### config.mk
export PLATFORM = sky130hd
export DESIGN_NAME = uwire_eeprom_master
export DESIGN_NICKNAME = d
export VERILOG_FILES = /design/src/rtl/uwire_eeprom_master.sv
export SDC_FILE = /design/constraint.sdc
export NUM_CORES = 1
export LEC_CHECK = 0
export BUFFER_PORTS_ARGS = -buffer_cell sky130_fd_sc_hd__buf_2
export CAP_MARGIN = 0
export CORE_ASPECT_RATIO = 1.2
export CORE_MARGIN = 2
export CORE_UTILIZATION = 45
export CTS_CLUSTER_DIAMETER = 200
export CTS_CLUSTER_SIZE = 16
export DETAILED_ROUTE_END_ITERATION = 12
export GPL_ROUTABILITY_DRIVEN = 0
export PLACE_DENSITY_LB_ADDON = 0.1
export SLEW_MARGIN = 20
export SYNTH_ARGS = -nofsm -noshare
export SYNTH_HDL_FRONTEND = slang
export SYNTH_SLANG_ARGS = --single-unit
### constraint.sdc
create_clock -name clk -period 2.7 [get_ports clk]
set_input_delay 0.405 -clock clk [delete_from_list [all_inputs] [get_ports clk]]
set_output_delay 0.405 -clock clk [all_outputs]
set_load 0.02 [all_outputs]
### src/rtl/uwire_eeprom_master.sv
module uwire_eeprom_master #(
  parameter int          DIV_W    = 8,
  parameter int          POLL_MAX = 10000,
  parameter logic [15:0] SIG_WORD = 16'h8129
) (
  input  logic             clk,
  input  logic             rst_n,
  input  logic [DIV_W-1:0] half_div,
  input  logic             req_valid,
  input  logic [1:0]       req_op,
  input  logic [7:0]       req_addr,
  input  logic [15:0]      req_wdata,
  output logic             busy,
  output logic             ack,
  output logic [15:0]      rd_data,
  output logic             wide_addr,
  output logic             err_timeout,
  output logic             ee_cs,
  output logic             ee_sk,
  output logic             ee_di,
  input  logic             ee_do
);

  localparam int FRM_W  = 27;
  localparam int CNT_W  = $clog2(FRM_W + 1);
  localparam int POLL_W = $clog2(POLL_MAX + 1);
  localparam logic [1:0] OP_RD = 2'd0, OP_WR = 2'd1, OP_ER = 2'd2, OP_NONE = 2'd3;

  typedef enum logic [2:0] {S_IDLE, S_BIT, S_TAIL, S_GAP, S_POLL} st_t;
  typedef enum logic [2:0] {K_SIZE, K_READ, K_EWEN, K_WRITE, K_DONE} step_t;

  st_t               st;
  step_t             step;
  logic              sized, phase;
  logic [DIV_W-1:0]  tmr;
  logic [CNT_W-1:0]  bits_left;
  logic [FRM_W-1:0]  shout;
  logic [15:0]       shin;
  logic [POLL_W-1:0] polls;
  logic [1:0]        op_q;
  logic [7:0]        addr_q;
  logic [15:0]       data_q;
  logic [FRM_W-1:0]  nxt_frame;
  logic [CNT_W-1:0]  nxt_bits;

  wire [DIV_W-1:0] hmin1  = (half_div < DIV_W'(2)) ? DIV_W'(1) : half_div - DIV_W'(1);
  wire             tdone  = (tmr == '0);
  wire             accept = (st == S_IDLE) && sized && req_valid && (req_op != OP_NONE);
  wire             launch = (st == S_IDLE) && (!sized || accept);
  wire             chain  = (st == S_GAP) && tdone && (step == K_EWEN);
  wire [CNT_W-1:0] short_n = wide_addr ? CNT_W'(11) : CNT_W'(9);
  wire [CNT_W-1:0] long_n  = wide_addr ? CNT_W'(27) : CNT_W'(25);

  function automatic logic [FRM_W-1:0] frame_of(input logic [2:0] op, input logic [7:0] a,
                                                 input logic [15:0] d, input logic w);
    return w ? {op, a, d} : {op, a[5:0], d, 2'b00};
  endfunction

  always_comb begin
    nxt_frame = '0;
    nxt_bits  = '0;
    if (st == S_IDLE) begin
      if (!sized) begin
        nxt_frame = frame_of(3'b110, 8'h00, 16'h0000, 1'b0);
        nxt_bits  = CNT_W'(25);
      end else if (req_op == OP_RD) begin
        nxt_frame = frame_of(3'b110, req_addr, 16'h0000, wide_addr);
        nxt_bits  = long_n;
      end else begin
        nxt_frame = frame_of(3'b100, wide_addr ? 8'hC0 : 8'h30, 16'h0000, wide_addr);
        nxt_bits  = short_n;
      end
    end else if (op_q == OP_WR) begin
      nxt_frame = frame_of(3'b101, addr_q, data_q, wide_addr);
      nxt_bits  = long_n;
    end else begin
      nxt_frame = frame_of(3'b111, addr_q, 16'h0000, wide_addr);
      nxt_bits  = short_n;
    end
  end

  always_ff @(posedge clk or negedge rst_n) begin
    if (!rst_n) begin
      st <= S_IDLE; step <= K_SIZE; sized <= 1'b0; phase <= 1'b0;
      busy <= 1'b1; ack <= 1'b0; rd_data <= '0; wide_addr <= 1'b0; err_timeout <= 1'b0;
      ee_cs <= 1'b0; ee_sk <= 1'b0; ee_di <= 1'b0;
      tmr <= '0; bits_left <= '0; shout <= '0; shin <= '0; polls <= '0;
      op_q <= '0; addr_q <= '0; data_q <= '0;
    end else begin
      ack <= 1'b0;
      if (launch || chain) begin
        shout     <= nxt_frame << 1;
        ee_di     <= nxt_frame[FRM_W-1];
        bits_left <= nxt_bits - CNT_W'(1);
        phase     <= 1'b0;
        tmr       <= hmin1;
        ee_cs     <= 1'b1;
        ee_sk     <= 1'b0;
        st        <= S_BIT;
      end
      if (launch) begin
        busy <= 1'b1;
        if (!sized) step <= K_SIZE;
        else begin
          op_q   <= req_op;
          addr_q <= req_addr;
          data_q <= req_wdata;
          step   <= (req_op == OP_RD) ? K_READ : K_EWEN;
        end
      end
      if (chain) step <= K_WRITE;
      if (st != S_IDLE && !chain) begin
        if (!tdone) tmr <= tmr - DIV_W'(1);
        else begin
          tmr <= hmin1;
          case (st)
            S_BIT: begin
              if (!phase) begin
                ee_sk <= 1'b1;
                phase <= 1'b1;
              end else begin
                shin  <= {shin[14:0], ee_do};
                ee_sk <= 1'b0;
                phase <= 1'b0;
                if (bits_left == '0) begin
                  ee_di <= 1'b0;
                  st    <= S_TAIL;
                end else begin
                  ee_di     <= shout[FRM_W-1];
                  shout     <= {shout[FRM_W-2:0], 1'b0};
                  bits_left <= bits_left - CNT_W'(1);
                end
              end
            end
            S_TAIL: begin
              ee_cs <= 1'b0;
              st    <= S_GAP;
            end
            S_GAP: begin
              case (step)
                K_SIZE: begin
                  wide_addr <= (shin != SIG_WORD);
                  sized     <= 1'b1;
                  busy      <= 1'b0;
                  st        <= S_IDLE;
                end
                K_READ: begin
                  rd_data <= shin;
                  ack     <= 1'b1;
                  busy    <= 1'b0;
                  st      <= S_IDLE;
                end
                K_WRITE: begin
                  ee_cs <= 1'b1;
                  polls <= '0;
                  step  <= K_DONE;
                  st    <= S_POLL;
                end
                default: begin
                  ack  <= 1'b1;
                  busy <= 1'b0;
                  st   <= S_IDLE;
                end
              endcase
            end
            S_POLL: begin
              if (ee_do) begin
                ee_cs <= 1'b0;
                st    <= S_GAP;
              end else if (polls == POLL_W'(POLL_MAX - 1)) begin
                err_timeout <= 1'b1;
                ee_cs       <= 1'b0;
                st          <= S_GAP;
              end else begin
                polls <= polls + POLL_W'(1);
              end
            end
            default: st <= S_IDLE;
          endcase
        end
      end
    end
  end

  AST_DI_STABLE_SK_HIGH: assert property (@(posedge clk) disable iff (!rst_n)
    ee_sk && $past(ee_sk) |-> $stable(ee_di));
  AST_SK_NEEDS_CS: assert property (@(posedge clk) disable iff (!rst_n)
    ee_sk |-> ee_cs);
  AST_SK_LOW_MIN: assert property (@(posedge clk) disable iff (!rst_n)
    $rose(ee_sk) |-> !$past(ee_sk, 2));
  AST_CS_FALL_SK_LOW: assert property (@(posedge clk) disable iff (!rst_n)
    $fell(ee_cs) |-> !ee_sk && !$past(ee_sk));
  AST_ACK_PULSE: assert property (@(posedge clk) disable iff (!rst_n)
    ack |=> !ack);
  AST_ACK_NOT_BUSY: assert property (@(posedge clk) disable iff (!rst_n)
    ack |-> !busy && !ee_cs);
  AST_ERR_STICKY: assert property (@(posedge clk) disable iff (!rst_n)
    err_timeout |=> err_timeout);

endmodule

==> metrics <==
first-pass GRT wire length=~25000 µm; DR vias/cell=roughly 5.7; row count=47; total power=6.21 mW; fillcell total=about 1200; CTS tree=done; async set-reset flop share out of synthesis=1.00; cells resized by post-CTS repair=0; I/O Buffers=60; Root Buffer=clkbuf_16; initial antenna violation count=0; Clock Latency Late Sink=just over 0.4 ns; clk_skew=slightly below 0.007 ns; mean post-synth cell area=10.3 µm²; Die Area=between 15000 and 20000 µm²; min cycle time layout=between 2 and 2.5 ns; drt drc=3; dpl hpwl=approximately 10000 µm; Least-Margin Pin Slew=a little over 0.7 ns; CP most frequent cell=buf_4; Seq/Total Area, Yosys=0.494; failing checks=design-rule violations, negative hold slack; max-cap viol count=0; kind of critical path=reg -> reg; TNS Setup=0 ns; setup violators final=0; Std-Cell Core Area=13900 µm²; CP Launch Type=flip-flop; fraction of layout cells with a size suffix above 1=0.285; detailed router's first-iteration violation count=330; worst-path maximum fanout=17; Layout Nets=738; RSZ-0062 raised after global routing=false; library cells used by synthesis=67; Routed WL=between 10000 and 15000 µm; I/O Pins=approximately 60; outcome=complete, but fails checks; yosys warns=0; Main synth FF type=dfrtp_1; Global Route Usage Sum=0.207; number of global-route vias before repair=5261; post-CTS setup buffer count=0; Max Fclk=between 0.4 and 0.5 GHz; CP Buf/Inv Count=3; CTS clk-pin slew, worst paths=0.06 ns; # diodes=0; grt ovf=0; Initial Utilization=0.463; H-tree depth=4; EDFF count, synth=0; P per Cell Area=~800 nW/µm²; Layout area overhead=20.3%; syn_nets=approximately 670; die width=approximately 110 µm; via count=slightly above 5000; maximum clock path buffer count=2; clk sink count=~130; Syn Inst Count=roughly 620; cells along the critical path=inv_1 > ha_1 > or3b_2 > nor2_8 > buf_4 > nand2_1 > buf_4 > mux2_2; top cell type's share of synthesized area=0.490; largest net degree at the start of global routing=62; antenna viol nets, final=0; final critical-path share of the clock period=0.887; Data required, critical path=between 2 and 3 ns; CP delay by family, top=simple AND/OR/NAND/NOR gates; Hold Vio Cnt, Final=3; Detailed Routing Iterations Pass 1=9; CP max-delay cell=or3b_2; Inserted Clock Buffers=17; smallest hold slack=-0.000313 ns; Worst path max stage delay=roughly 0.54 ns; Mapped Area=6430 µm²; Slew HR=0.519; Die Height=between 100 and 150 µm; Post-CTS Hold Fix Bufs=0; ranking of synthesized cells by area=dfrtp_1, mux2_2, nor2_1; Pins Over Slew Limit=0; largest area contributor in the netlist=dfrtp_1; CP arrival=about 2.7 ns; VDD IR-drop max=approximately 0.40 mV; P_leak=3.61 nW; Worst setup EP type=flip-flop; r2r setup slk=a little over 0.3 ns; number of synthesized register bits=127; worst min path class=in -> async; Routed wire per std cell=between 15 and 20 µm
[final cells by class]
class,count,area [µm²],share of cell area
clock buffer,23,488,0.0631
clock inverter,9,179,0.0231
inverter,11,41.3,0.00534
multi-input combinational,449,3080,0.398
sequential,127,3180,0.411
tap,171,214,0.0277
timing repair buffer,89,558,0.0721
[sequential cells by signal, summed over array words and instances, names as in the netlist, 2 cells and up]
name and cells:
data_q 16, shin 16, st 3, step 3, tmr 8, addr_q 8, polls 14, rd_data 16
bits_left 5, op_q 2, shout 27
[kinds of logic after synthesis]
| group | synth area share |
|---|---|
| DFF | 0.494 |
| buffers and inverters | 0.0298 |
| adders and majority gates | 0.00973 |
| and+or+nand+nor | 0.186 |
| muxes | 0.154 |
| xor gates and xnor gates | 0.00409 |
| AOI/OAI and AO/OA | 0.123 |
[cells in the mapped netlist, types with 3 or more instances]
cell type  count
o211ai_1       3
and4_1         3
nor4bb_1       3
or3_1          4
nor2b_1        5
o31ai_1       15
nand4_1       10
dfrtp_1      126
a31oi_1       28
and3_1         6
buf_1          4
mux2_1        10
buf_2          9
or4_1          9
o21ai_0       25
nand2_1       53
mux2i_1       11
inv_1         11
clkbuf_1      21
ha_1           5
nor4b_1        3
nor2_1        59
nor3b_1        4
nand2b_1       5
nand3_1       36
mux2_2        68
a21oi_1       27
nor3_1         9
[power breakdown]
group	internal [mW]	switching [mW]
combinational	0.473	0.567
clock	1.74	0.823
sequential	2.27	0.339
total	4.48	1.73
[cells in the final DEF (no fill, tap or decap), types with 4 or more instances in the layout]
| cell | count |
|---|---|
| clkbuf_16 | 17 |
| o31ai_1 | 15 |
| o21ai_0 | 25 |
| nor3_1 | 9 |
| nand2_1 | 53 |
| ha_1 | 5 |
| or4_1 | 9 |
| nand4_1 | 10 |
| and3_1 | 6 |
| mux2_2 | 68 |
| nor2_1 | 59 |
| buf_2 | 59 |
| bufinv_16 | 5 |
| a21oi_1 | 27 |
| or3_1 | 4 |
| buf_4 | 27 |
| inv_1 | 11 |
| clkbuf_8 | 4 |
| nand2b_1 | 5 |
| nor2b_1 | 5 |
| dfrtp_1 | 126 |
| mux2i_1 | 11 |
| mux2_1 | 10 |
| a31oi_1 | 28 |
| nand3_1 | 36 |
[per-layer routing]
| layer | GRT usage | wire, µm | up-vias |
|---|---|---|---|
| met5 | 0 | 0 | - |
| met4 | 0.0813 | 242 | 0 |
| met3 | 0.0512 | 521 | 22 |
| met2 | 0.343 | 7470 | 93 |
| met1 | 0.260 | 6470 | 2497 |
| li1 | - | - | 2432 |
[per-stage QoR]
step           area (µm²)  utilization  hold WS (ns)  cells  setup slack, ns
6_report             7740        0.557     -0.000313    879            0.305
5_1_grt              7740        0.557        0.0393    879           0.0593
4_1_cts              7730        0.557        0.0118    879            0.183
3_5_place_dp         7060        0.509         0.459    847            0.225
3_3_place_gp         7060        0.509         0.458    847            0.316
2_1_floorplan        6430            -         0.109    622            0.513
[path summary, 6_finish.rpt]
kind | from | end | cells after the start
max | tmr[0]$_DFFE_PN0P_ | shin[13]$_DFFE_PN0P_ | 8
min | rst_n | polls[6]$_DFFE_PN0P_ | 1
max reg2reg | tmr[0]$_DFFE_PN0P_ | shin[13]$_DFFE_PN0P_ | 8
min reg2reg | err_timeout$_DFFE_PN0P_ | err_timeout$_DFFE_PN0P_ | 1
max in group asynchronous | rst_n | data_q[6]$_DFFE_PN0P_ | 2
min in group clk | req_wdata[10] | data_q[10]$_DFFE_PN0P_ | 2
Note: power is estimated with default switching activity, not from simulation.
